===== src/rtl/pgwr_pkg.sv =====
package pgwr_pkg;
  typedef enum logic {
    PG_IDLE = 1'b0,
    PG_FILL = 1'b1
  } pg_state_t;
endpackage


===== src/rtl/pgwr_buffer.sv =====
module pgwr_buffer #(
  parameter int PAGE_BYTES = 32,
  parameter int DATA_W     = 8,
  localparam int IDX_W     = $clog2(PAGE_BYTES)
) (
  input  logic              clk,
  input  logic              rst,
  input  logic              clr,
  input  logic              wr_en,
  input  logic [IDX_W-1:0]  wr_idx,
  input  logic [DATA_W-1:0] wr_data,
  input  logic              rd_en,
  input  logic [IDX_W-1:0]  rd_idx,
  output logic              rd_hit,
  output logic [IDX_W-1:0]  rd_idx_q,
  output logic [DATA_W-1:0] rd_data
);
  logic [DATA_W-1:0]     mem [PAGE_BYTES];
  logic [PAGE_BYTES-1:0] touched;

  // byte storage, no reset so it maps onto block RAM
  always_ff @(posedge clk) begin
    if (wr_en) mem[wr_idx] <= wr_data;
    if (rd_en) rd_data <= mem[rd_idx];
  end

  always_ff @(posedge clk) begin
    if (rst) begin
      touched  <= '0;
      rd_hit   <= 1'b0;
      rd_idx_q <= '0;
    end else begin
      if (clr) touched <= '0;
      else if (wr_en) touched[wr_idx] <= 1'b1;
      rd_hit   <= rd_en && touched[rd_idx];
      rd_idx_q <= rd_idx;
    end
  end


  fill_drain_excl_chk: assert property (@(posedge clk) disable iff (rst)
    !(wr_en && rd_en));

  hit_needs_read_chk: assert property (@(posedge clk) disable iff (rst)
    !rd_en |=> !rd_hit);
endmodule


===== src/rtl/pgwr_timer.sv =====
module pgwr_timer #(
  parameter int WR_CYCLES  = 500000,
  parameter int PAGE_BYTES = 32,
  localparam int CW        = $clog2(WR_CYCLES),
  localparam int IDX_W     = $clog2(PAGE_BYTES)
) (
  input  logic             clk,
  input  logic             rst,
  input  logic             start,
  output logic             active,
  output logic             done,
  output logic             drain_en,
  output logic [IDX_W-1:0] drain_idx
);
  localparam logic [CW-1:0] LAST  = CW'(WR_CYCLES - 1);
  localparam logic [CW-1:0] DRAIN = CW'(PAGE_BYTES);

  logic [CW-1:0] cnt;

  always_ff @(posedge clk) begin
    if (rst) begin
      active <= 1'b0;
      cnt    <= '0;
    end else if (start) begin
      active <= 1'b1;
      cnt    <= '0;
    end else if (active) begin
      if (cnt == LAST) active <= 1'b0;
      else cnt <= cnt + 1'b1;
    end
  end

  always_comb begin
    done      = active && (cnt == LAST);
    drain_en  = active && (cnt < DRAIN);
    drain_idx = cnt[IDX_W-1:0];
  end


  no_restart_chk: assert property (@(posedge clk) disable iff (rst)
    start |-> !active);

  cnt_range_chk: assert property (@(posedge clk) disable iff (rst)
    active |-> (cnt <= LAST));
endmodule


===== src/rtl/pgwr_engine.sv =====
module pgwr_engine
  import pgwr_pkg::*;
#(
  parameter int ADDR_W     = 13,
  parameter int PAGE_BYTES = 32,
  parameter int DATA_W     = 8,
  parameter int WR_CYCLES  = 500000
) (
  input  logic              clk,
  input  logic              rst,
  input  logic              wel_i,
  input  logic              wr_start,
  input  logic [ADDR_W-1:0] wr_addr,
  input  logic              byte_vld,
  input  logic [DATA_W-1:0] byte_data,
  input  logic              cs_rise,
  input  logic              bit_aligned,
  input  logic              rd_req,
  output logic              wip,
  output logic              wel_clr,
  output logic              rd_grant,
  output logic              arr_we,
  output logic [ADDR_W-1:0] arr_addr,
  output logic [DATA_W-1:0] arr_wdata
);
  localparam int IDX_W  = $clog2(PAGE_BYTES);
  localparam int BASE_W = ADDR_W - IDX_W;

  pg_state_t         state;
  logic [IDX_W-1:0]  ptr;
  logic [BASE_W-1:0] base;
  logic              have_byte;

  logic start_ok, commit, fill_we;
  logic tmr_done, drain_en;
  logic [IDX_W-1:0] drain_idx, out_idx;

  always_comb begin
    start_ok = (state == PG_IDLE) && wr_start && wel_i && !wip;
    commit   = (state == PG_FILL) && cs_rise && bit_aligned && have_byte;
    fill_we  = (state == PG_FILL) && !cs_rise && byte_vld;
  end

  always_ff @(posedge clk) begin
    if (rst) begin
      state     <= PG_IDLE;
      ptr       <= '0;
      base      <= '0;
      have_byte <= 1'b0;
      wel_clr   <= 1'b0;
      rd_grant  <= 1'b0;
    end else begin
      wel_clr  <= tmr_done;
      rd_grant <= rd_req && !wip;
      case (state)
        PG_IDLE: if (start_ok) begin
          state     <= PG_FILL;
          base      <= wr_addr[ADDR_W-1:IDX_W];
          ptr       <= wr_addr[IDX_W-1:0];
          have_byte <= 1'b0;
        end
        PG_FILL: if (cs_rise) begin
          state <= PG_IDLE;
        end else if (byte_vld) begin
          ptr       <= ptr + 1'b1;
          have_byte <= 1'b1;
        end
        default: state <= PG_IDLE;
      endcase
    end
  end

  pgwr_buffer #(.PAGE_BYTES(PAGE_BYTES), .DATA_W(DATA_W)) u_buf (
    .clk      (clk),
    .rst      (rst),
    .clr      (start_ok),
    .wr_en    (fill_we),
    .wr_idx   (ptr),
    .wr_data  (byte_data),
    .rd_en    (drain_en),
    .rd_idx   (drain_idx),
    .rd_hit   (arr_we),
    .rd_idx_q (out_idx),
    .rd_data  (arr_wdata)
  );

  pgwr_timer #(.WR_CYCLES(WR_CYCLES), .PAGE_BYTES(PAGE_BYTES)) u_tmr (
    .clk       (clk),
    .rst       (rst),
    .start     (commit),
    .active    (wip),
    .done      (tmr_done),
    .drain_en  (drain_en),
    .drain_idx (drain_idx)
  );

  assign arr_addr = {base, out_idx};


  wip_cause_chk: assert property (@(posedge clk) disable iff (rst)
    $rose(wip) |-> $past(cs_rise && bit_aligned));

  wel_clr_end_chk: assert property (@(posedge clk) disable iff (rst)
    $fell(wip) |-> wel_clr);

  wel_clr_pulse_chk: assert property (@(posedge clk) disable iff (rst)
    wel_clr |=> !wel_clr);

  rd_block_chk: assert property (@(posedge clk) disable iff (rst)
    (rd_req && wip) |=> !rd_grant);

  arr_in_wip_chk: assert property (@(posedge clk) disable iff (rst)
    arr_we |-> wip);
endmodule


===== config.mk =====
export PLATFORM = sky130hd
export DESIGN_NAME = pgwr_engine
export DESIGN_NICKNAME = d
export VERILOG_FILES = /design/src/rtl/pgwr_pkg.sv /design/src/rtl/pgwr_buffer.sv /design/src/rtl/pgwr_timer.sv /design/src/rtl/pgwr_engine.sv
export SDC_FILE = /design/constraint.sdc
export NUM_CORES = 1
export LEC_CHECK = 0
export BUFFER_PORTS_ARGS = -buffer_cell sky130_fd_sc_hd__buf_2
export CELL_PAD_IN_SITES_DETAIL_PLACEMENT = 1
export CELL_PAD_IN_SITES_GLOBAL_PLACEMENT = 1
export CORE_ASPECT_RATIO = 1.2
export CORE_MARGIN = 10
export CORE_UTILIZATION = 57
export CTS_CLUSTER_DIAMETER = 200
export DETAILED_ROUTE_END_ITERATION = 8
export GPL_ROUTABILITY_DRIVEN = 0
export PLACE_DENSITY = 0.9
export SLEW_MARGIN = 20
export SYNTH_ARGS = -nofsm -noshare
export SYNTH_HDL_FRONTEND = slang
export SYNTH_HIERARCHICAL = 1
export SYNTH_SLANG_ARGS = --single-unit

===== constraint.sdc =====
create_clock -name clk -period 6.85 [get_ports clk]
set_input_delay 0.685 -clock clk [delete_from_list [all_inputs] [get_ports clk]]
set_output_delay 0.685 -clock clk [all_outputs]
set_load 0.01 [all_outputs]

==> results of run 1 <==
## state kept, by name (all words and copies together), names as in the netlist
| signal | cells |
|---|---|
| u_tmr/cnt | 19 |
| u_tmr/active | 1 |
| u_buf/rd_idx_q | 5 |
| u_buf/rd_hit | 1 |
| u_buf/touched | 32 |
| wel_clr | 1 |
| rd_grant | 1 |
| u_buf/mem | 256 |
| state | 1 |
| base | 8 |
| ptr | 5 |
| have_byte | 1 |
| u_buf/rd_data | 8 |
## critical path: cells and delay by family, from the launching register on
| kind | cells | cell delay, ps |
|---|---|---|
| buffers and inverters | 2 | 820 |
| muxes | 3 | 1450 |
| DFF | 1 | 600 |
## per-stage QoR
stage / cells / util / power, mW / cell area, sq um
2_1_floorplan: 729 / - / 2.31 / 13300
3_3_place_gp: 1059 / 0.595 / 2.34 / 13800
3_5_place_dp: 1059 / 0.595 / 2.35 / 13800
4_1_cts: 1122 / 0.642 / 4.12 / 14800
5_1_grt: 1124 / 0.646 / 4.23 / 15000
6_report: 1124 / 0.646 / 4.10 / 15000
## area by class of cell
type | instances | area (sq um) | area share
Inverter | 10 | 45.0 | 0.00301
Timing Repair Buffer | 58 | 343 | 0.0229
Multi-Input combinational cell | 339 | 3660 | 0.245
Sequential cell | 339 | 9440 | 0.631
Clock buffer | 51 | 1000 | 0.0670
Tap cell | 315 | 394 | 0.0264
Clock inverter | 12 | 71.3 | 0.00477
## metal layers
layer	vias up	share of wire	track usage
met3	63	0.074	0.0425
met4	2	0.031	0.0717
li1	3008	-	-
met5	-	0.00033	0
met2	372	0.51	0.365
met1	3782	0.39	0.280
## power by group through the flow
stage / registers (mW) / logic [mW] / clock network, mW
5_1_grt: 2.23 / 0.0890 / 1.91
3_3_place_gp: 2.27 / 0.0703 / 0
4_1_cts: 2.23 / 0.0790 / 1.81
2_1_floorplan: 2.27 / 0.0395 / 0
3_5_place_dp: 2.27 / 0.0780 / 0
6_report: 2.23 / 0.0802 / 1.79
## cells in the mapped netlist, types with 4 or more instances
library cell / number
a21oi_1: 6
a21oi_2: 8
a31oi_1: 4
and3_1: 4
buf_2: 7
buf_4: 6
buf_6: 7
clkbuf_1: 17
dfxtp_1: 75
edfxtp_1: 264
inv_1: 7
mux2_2: 9
mux2i_1: 8
mux4_2: 85
nand2_1: 17
nand2_2: 8
nand3_1: 13
nand3b_1: 5
nor2_1: 54
nor2b_1: 8
nor3_1: 13
o21a_1: 32
xnor2_1: 14
## worst max path at each step
stage | end | cells after the start
finish | u_buf/rd_data[4]$_DFFE_PP_ | 5
global route | u_buf/rd_data[4]$_DFFE_PP_ | 5
CTS | u_buf/rd_data[4]$_DFFE_PP_ | 4
detailed placement | u_buf/rd_data[4]$_DFFE_PP_ | 4
global placement | u_buf/rd_data[5]$_DFFE_PP_ | 4
floorplan | u_buf/mem[0][0]$_DFFE_PP_ | 5
## kinds of logic after synthesis
| kind of cell | count (synthesis) | synth area share |
|---|---|---|
| and+or+nand+nor | 151 | 0.0605 |
| buffers and inverters | 51 | 0.0224 |
| adders and majority gates | 2 | 0.00188 |
| DFF | 339 | 0.708 |
| xor gates and xnor gates | 16 | 0.0105 |
| AOI/OAI and AO/OA | 68 | 0.0399 |
| muxes | 102 | 0.157 |
==> out/qor.csv, run 1 <==
metric,value,unit
TritonCTS Sinks,339,
f_max,318,MHz
# rows,61,
Hold Path Origin,wr_addr[7],
crit path max-delay cell type,dfxtp_4,
Hold Path Class,in2reg,
HPWL after DPL,19.3,mm
CTS tree,done,
cell count after synthesis,729,
ordered list of cells on the worst path,buf_16 > buf_4 > mux4_2 > mux4_2 > mux2_2,
Crit Path Class,reg2reg,
gr ovfl total,0,
crit end category,flip-flop,
most frequent CP cell,mux4_2,
number of synthesized flops with an enable pin,264,
Hold Path Cell Cnt,3,
first-pass GRT wire length,49.4,mm
Num CTS Buffers,35,
synthesized area,13300,sq um
Combinational Power Share,0.020,
"area leader, netlist",edfxtp_1,
critical path launch point type,flip-flop,
Synth area leaders,"edfxtp_1 (59%), mux4_2 (14%), dfxtp_1 (11%)",
Synth top area share,0.595,
sw frac,0.203,
die height,188,um
htree depth,2,
Critical Path Max Stage Delay,600,ps
Overall Global Routing Usage,0.218,
syn_area_per_cell,18.3,sq um
peak supply drop,0.175,mV
Final WS setup,3700,ps
Power per Cell Area,274,nW/um^2
Synth Net Count,760,
final worst path period share,0.459,
Vias,7227,
"CTS clk-pin slew, worst paths",60,ps
Die Area,29900,sq um
IO Pins,54,
max_cap viols,0,
area delta synth->final,12.2,%
part of the power in registers,0.543,
DRT iter0 DRCs,753,
static leakage,4.67,nW
predominant post-synthesis flop cell,edfxtp_1,
Sw Pwr,833,uW
RSZ-0062 raised after global routing,no,
layout cells sized above 1,0.316,
worst hold path endpoint,base[2]$_SDFFE_PP0P_,
status,"complete, no violations",
post-layout min period,3150,ps
Worst Tran Pin Value,1170,ps
number of vias per cell,6.43,
RR Startpoint,u_tmr/cnt[0]$_SDFFE_PP0P_,
"commonest non-fill, non-tap cell in the layout",edfxtp_1,
clk buf depth,3,
DP Worst Slack,3410,ps
r2r endpoint,u_buf/rd_data[4]$_DFFE_PP_,
Resized cells post-CTS,0,
Post CTS Setup Buffer Count,0,
#FFs+latches synth,339,
# diodes,0,
final hold violations,0,
Root Driver,clkbuf_16,
DRC,0,
clock latency on the worst-skew pair,520,ps
Yosys warning count,6,
fin. max-slew vios,0,
port bufs,53,
setup_tns,0,ps
# nets final,814,
Final Skew,17.2,ps
"Seq/Total Area, Yosys",0.708,
number of distinct library cells after synthesis,57,
crit-path max FO,33,
die width,160,um
Clk network pwr share,0.437,
Reg2Reg Setup Slack,3700,ps
Post-synth ARST share,0,
post-route ant nets,0,
final setup fails,0,
wire per inst,29.7,um
"Req. time, crit path",7100,ps
Worst EP arrival,3400,ps
vias in the first global route,7644,
Pre-Repair DR Iteration Count,5,
Fillers,1988,
Core ar.,23100,sq um
slew margin rel.,0.217,
antenna violations before repair,1,
Total Wirelength,33.4,mm
largest net degree at the start of global routing,81,
Int Pwr,3.27,mW
Critical path origin,u_tmr/cnt[0]$_SDFFE_PP0P_,
Post-CTS Hold Fix Bufs,0,
Initial Util,0.576,
Hold WS,409,ps
most frequent cells in the layout,"edfxtp_1 (264), mux4_2 (85), dfxtp_1 (73)",
cells on worst reg2reg path,5,
No activity file was read; power rests on OpenSTA's default activity.
==> inputs of run 2 (changes only) <==
- CORE_UTILIZATION: 57 -> 53
- PLACE_DENSITY: 0.9 -> 0.85
- clock period: 6.85 -> 3.3 ns (I/O delays scaled with it)
==> run 2 against run 1 <==
Combinational power up 130%. Power rose by 110%. Setup slack worse by 3300 ps. First-iteration DRC count up 6.6%. Hold slack got worse by 390 ps. Critical endpoint is now u_buf/mem[16][0]$_DFFE_PP_.
==> out/qor.csv, run 2 (synthesis results as in run 1) <==
metric,value,unit,change
Hold WS,20.7,ps,-389 ps
static leakage,4.82,nW,+3.1%
"CTS clk-pin slew, worst paths",60,ps,about the same
Root Driver,clkbuf_16,,
"Power, Total",8.73,mW,+110%
largest net degree at the start of global routing,35,,-57%
Worst EP arrival,3040,ps,-360 ps
"Req. time, crit path",3480,ps,-3620 ps
# diodes,0,,unchanged
crit-path max FO,14,,-58%
final worst path period share,0.867,,+0.408
# rows,63,,+3.3%
cells on worst reg2reg path,4,,-1
Hold Path Class,in2reg,,
final setup fails,0,,unchanged
IO Pins,54,,unchanged
Fillers,2182,,+9.8%
Num CTS Buffers,31,,-11%
fin. max-slew vios,0,,unchanged
Core ar.,24800,sq um,+7.0%
DRT iter0 DRCs,803,,+6.6%
RSZ-0062 raised after global routing,no,,
clock latency on the worst-skew pair,560,ps,+40 ps
r2r endpoint,u_buf/mem[16][0]$_DFFE_PP_,,
Initial Util,0.538,,-0.0378
layout cells sized above 1,0.312,,-0.00485
final hold violations,0,,unchanged
vias in the first global route,7881,,+3.1%
status,"complete, no violations",,
Hold Path Cell Cnt,3,,unchanged
clk buf depth,3,,unchanged
post-layout min period,2860,ps,-285 ps
post-route ant nets,0,,unchanged
TritonCTS Sinks,339,,unchanged
met3 wire length,2.29,mm,-7.6%
non-filler instance count after layout,1153,,+2.6%
area delta synth->final,13.7,%,
peak supply drop,0.463,mV,+160%
DRC,0,,unchanged
Die Area,31900,sq um,+6.7%
max_cap viols,0,,unchanged
Crit Path Class,reg2reg,,
Reg2Reg Setup Slack,440,ps,-3260 ps
gr ovfl total,0,,unchanged
"commonest non-fill, non-tap cell in the layout",edfxtp_1,,
Placed Instances,1093,,+3.2%
CTS tree,done,,
Final Skew,11.5,ps,-5.72 ps
# nets final,835,,+2.6%
"Design Area, Final",15100,sq um,+1.3%
crit end category,flip-flop,,
die width,165,um,+3.2%
worst hold path endpoint,base[1]$_SDFFE_PP0P_,,
Power per Cell Area,577,nW/um^2,+110%
placed cell area,14000,sq um,+1.6%
Metal-1 WL,12.9,mm,+0.14%
Worst Tran Pin Value,974,ps,-196 ps
Vias,7198,,-0.40%
Sequential cell area,9440,sq um,unchanged
antenna violations before repair,0,,-1
critical path launch point type,flip-flop,,
first-pass GRT wire length,50.5,mm,+2.2%
slew margin rel.,0.348,,+0.131
Post CTS Setup Buffer Count,0,,unchanged
Hold Path Origin,wr_addr[6],,
f_max,350,MHz,+10%
highest routed layer,met4,,
number of vias per cell,6.24,,-2.9%
port bufs,53,,unchanged
wire per inst,28.2,um,-4.9%
Total Wirelength,32.5,mm,-2.5%
Biggest register,u_buf/mem,,
Pre-Repair DR Iteration Count,5,,unchanged
setup_tns,0,ps,unchanged
top flop regs,"u_buf/mem: 256 flops, u_buf/touched: 32 flops, u_tmr/cnt: 19 flops",,
HPWL after DPL,20.2,mm,+4.5%
die height,194,um,+3.3%
htree depth,1,,-1
max FFs per register,256,,unchanged
Overall Global Routing Usage,0.208,,-0.00984
multi-input logic area,3600,sq um,-1.6%
WL met2,16.5,mm,-2.6%
most frequent cells in the layout,"edfxtp_1 (264), mux4_2 (85), dfxtp_1 (73)",,
RR Startpoint,state$_SDFF_PP0_,,
[run 2: worst max-delay path, stage by stage (launching register included)]
cell	delay (ps)
dfxtp_1	620
nand3b_2	240
inv_2	190
or3b_2	630
nor2_1	790
[run 2: cell type report]
type | count | share of cell area
clock buffers | 36 | 0.0538
clock inverters | 21 | 0.0204
inverters | 10 | 0.00297
multi-input cells | 339 | 0.238
flip-flops and latches | 339 | 0.623
well taps | 325 | 0.0268
repair buffers | 83 | 0.0354
[run 2: stage by stage]
step           utilization  setup WS, ps
2_1_floorplan            -           962
6_report             0.612           440
4_1_cts              0.612           459
3_3_place_gp         0.565           624
5_1_grt              0.612           314
3_5_place_dp         0.565           495
[run 2: how the worst max path moves through the flow]
stage                         startpoint                          to  slack (ps)  cells past startpoint
3_5_place_dp            state$_SDFF_PP0_   u_buf/mem[0][4]$_DFFE_PP_         490                      4
3_3_place_gp            state$_SDFF_PP0_  u_buf/mem[16][5]$_DFFE_PP_         620                      4
4_1_cts                 state$_SDFF_PP0_  u_buf/mem[16][0]$_DFFE_PP_         460                      4
5_1_grt                 state$_SDFF_PP0_  u_buf/mem[16][0]$_DFFE_PP_         310                      4
2_1_floorplan  u_tmr/cnt[1]$_SDFFE_PP0P_  u_buf/rd_data[0]$_DFFE_PP_         960                      6
6_report                state$_SDFF_PP0_  u_buf/mem[16][0]$_DFFE_PP_         440                      4
[run 2: routing by layer]
metal,GRT usage,vias up
met4,0.0547,0
li1,-,3041
met2,0.343,308
met3,0.0350,62
met1,0.279,3787
met5,0,-
[run 2: repair_timing]
| action | in CTS | in global routing |
|---|---|---|
| gates resized for setup | 0 | 0 |
| hold endpoints to repair | 3 | 0 |
| hold buffers | 3 | 0 |
[run 2: power by group]
group / internal, mW / switching, mW / leakage (nW)
combinational: 0.0549 / 0.127 / 1.29
clock: 2.38 / 1.54 / 0.546
sequential: 4.60 / 0.0196 / 2.98
total: 7.04 / 1.69 / 4.82
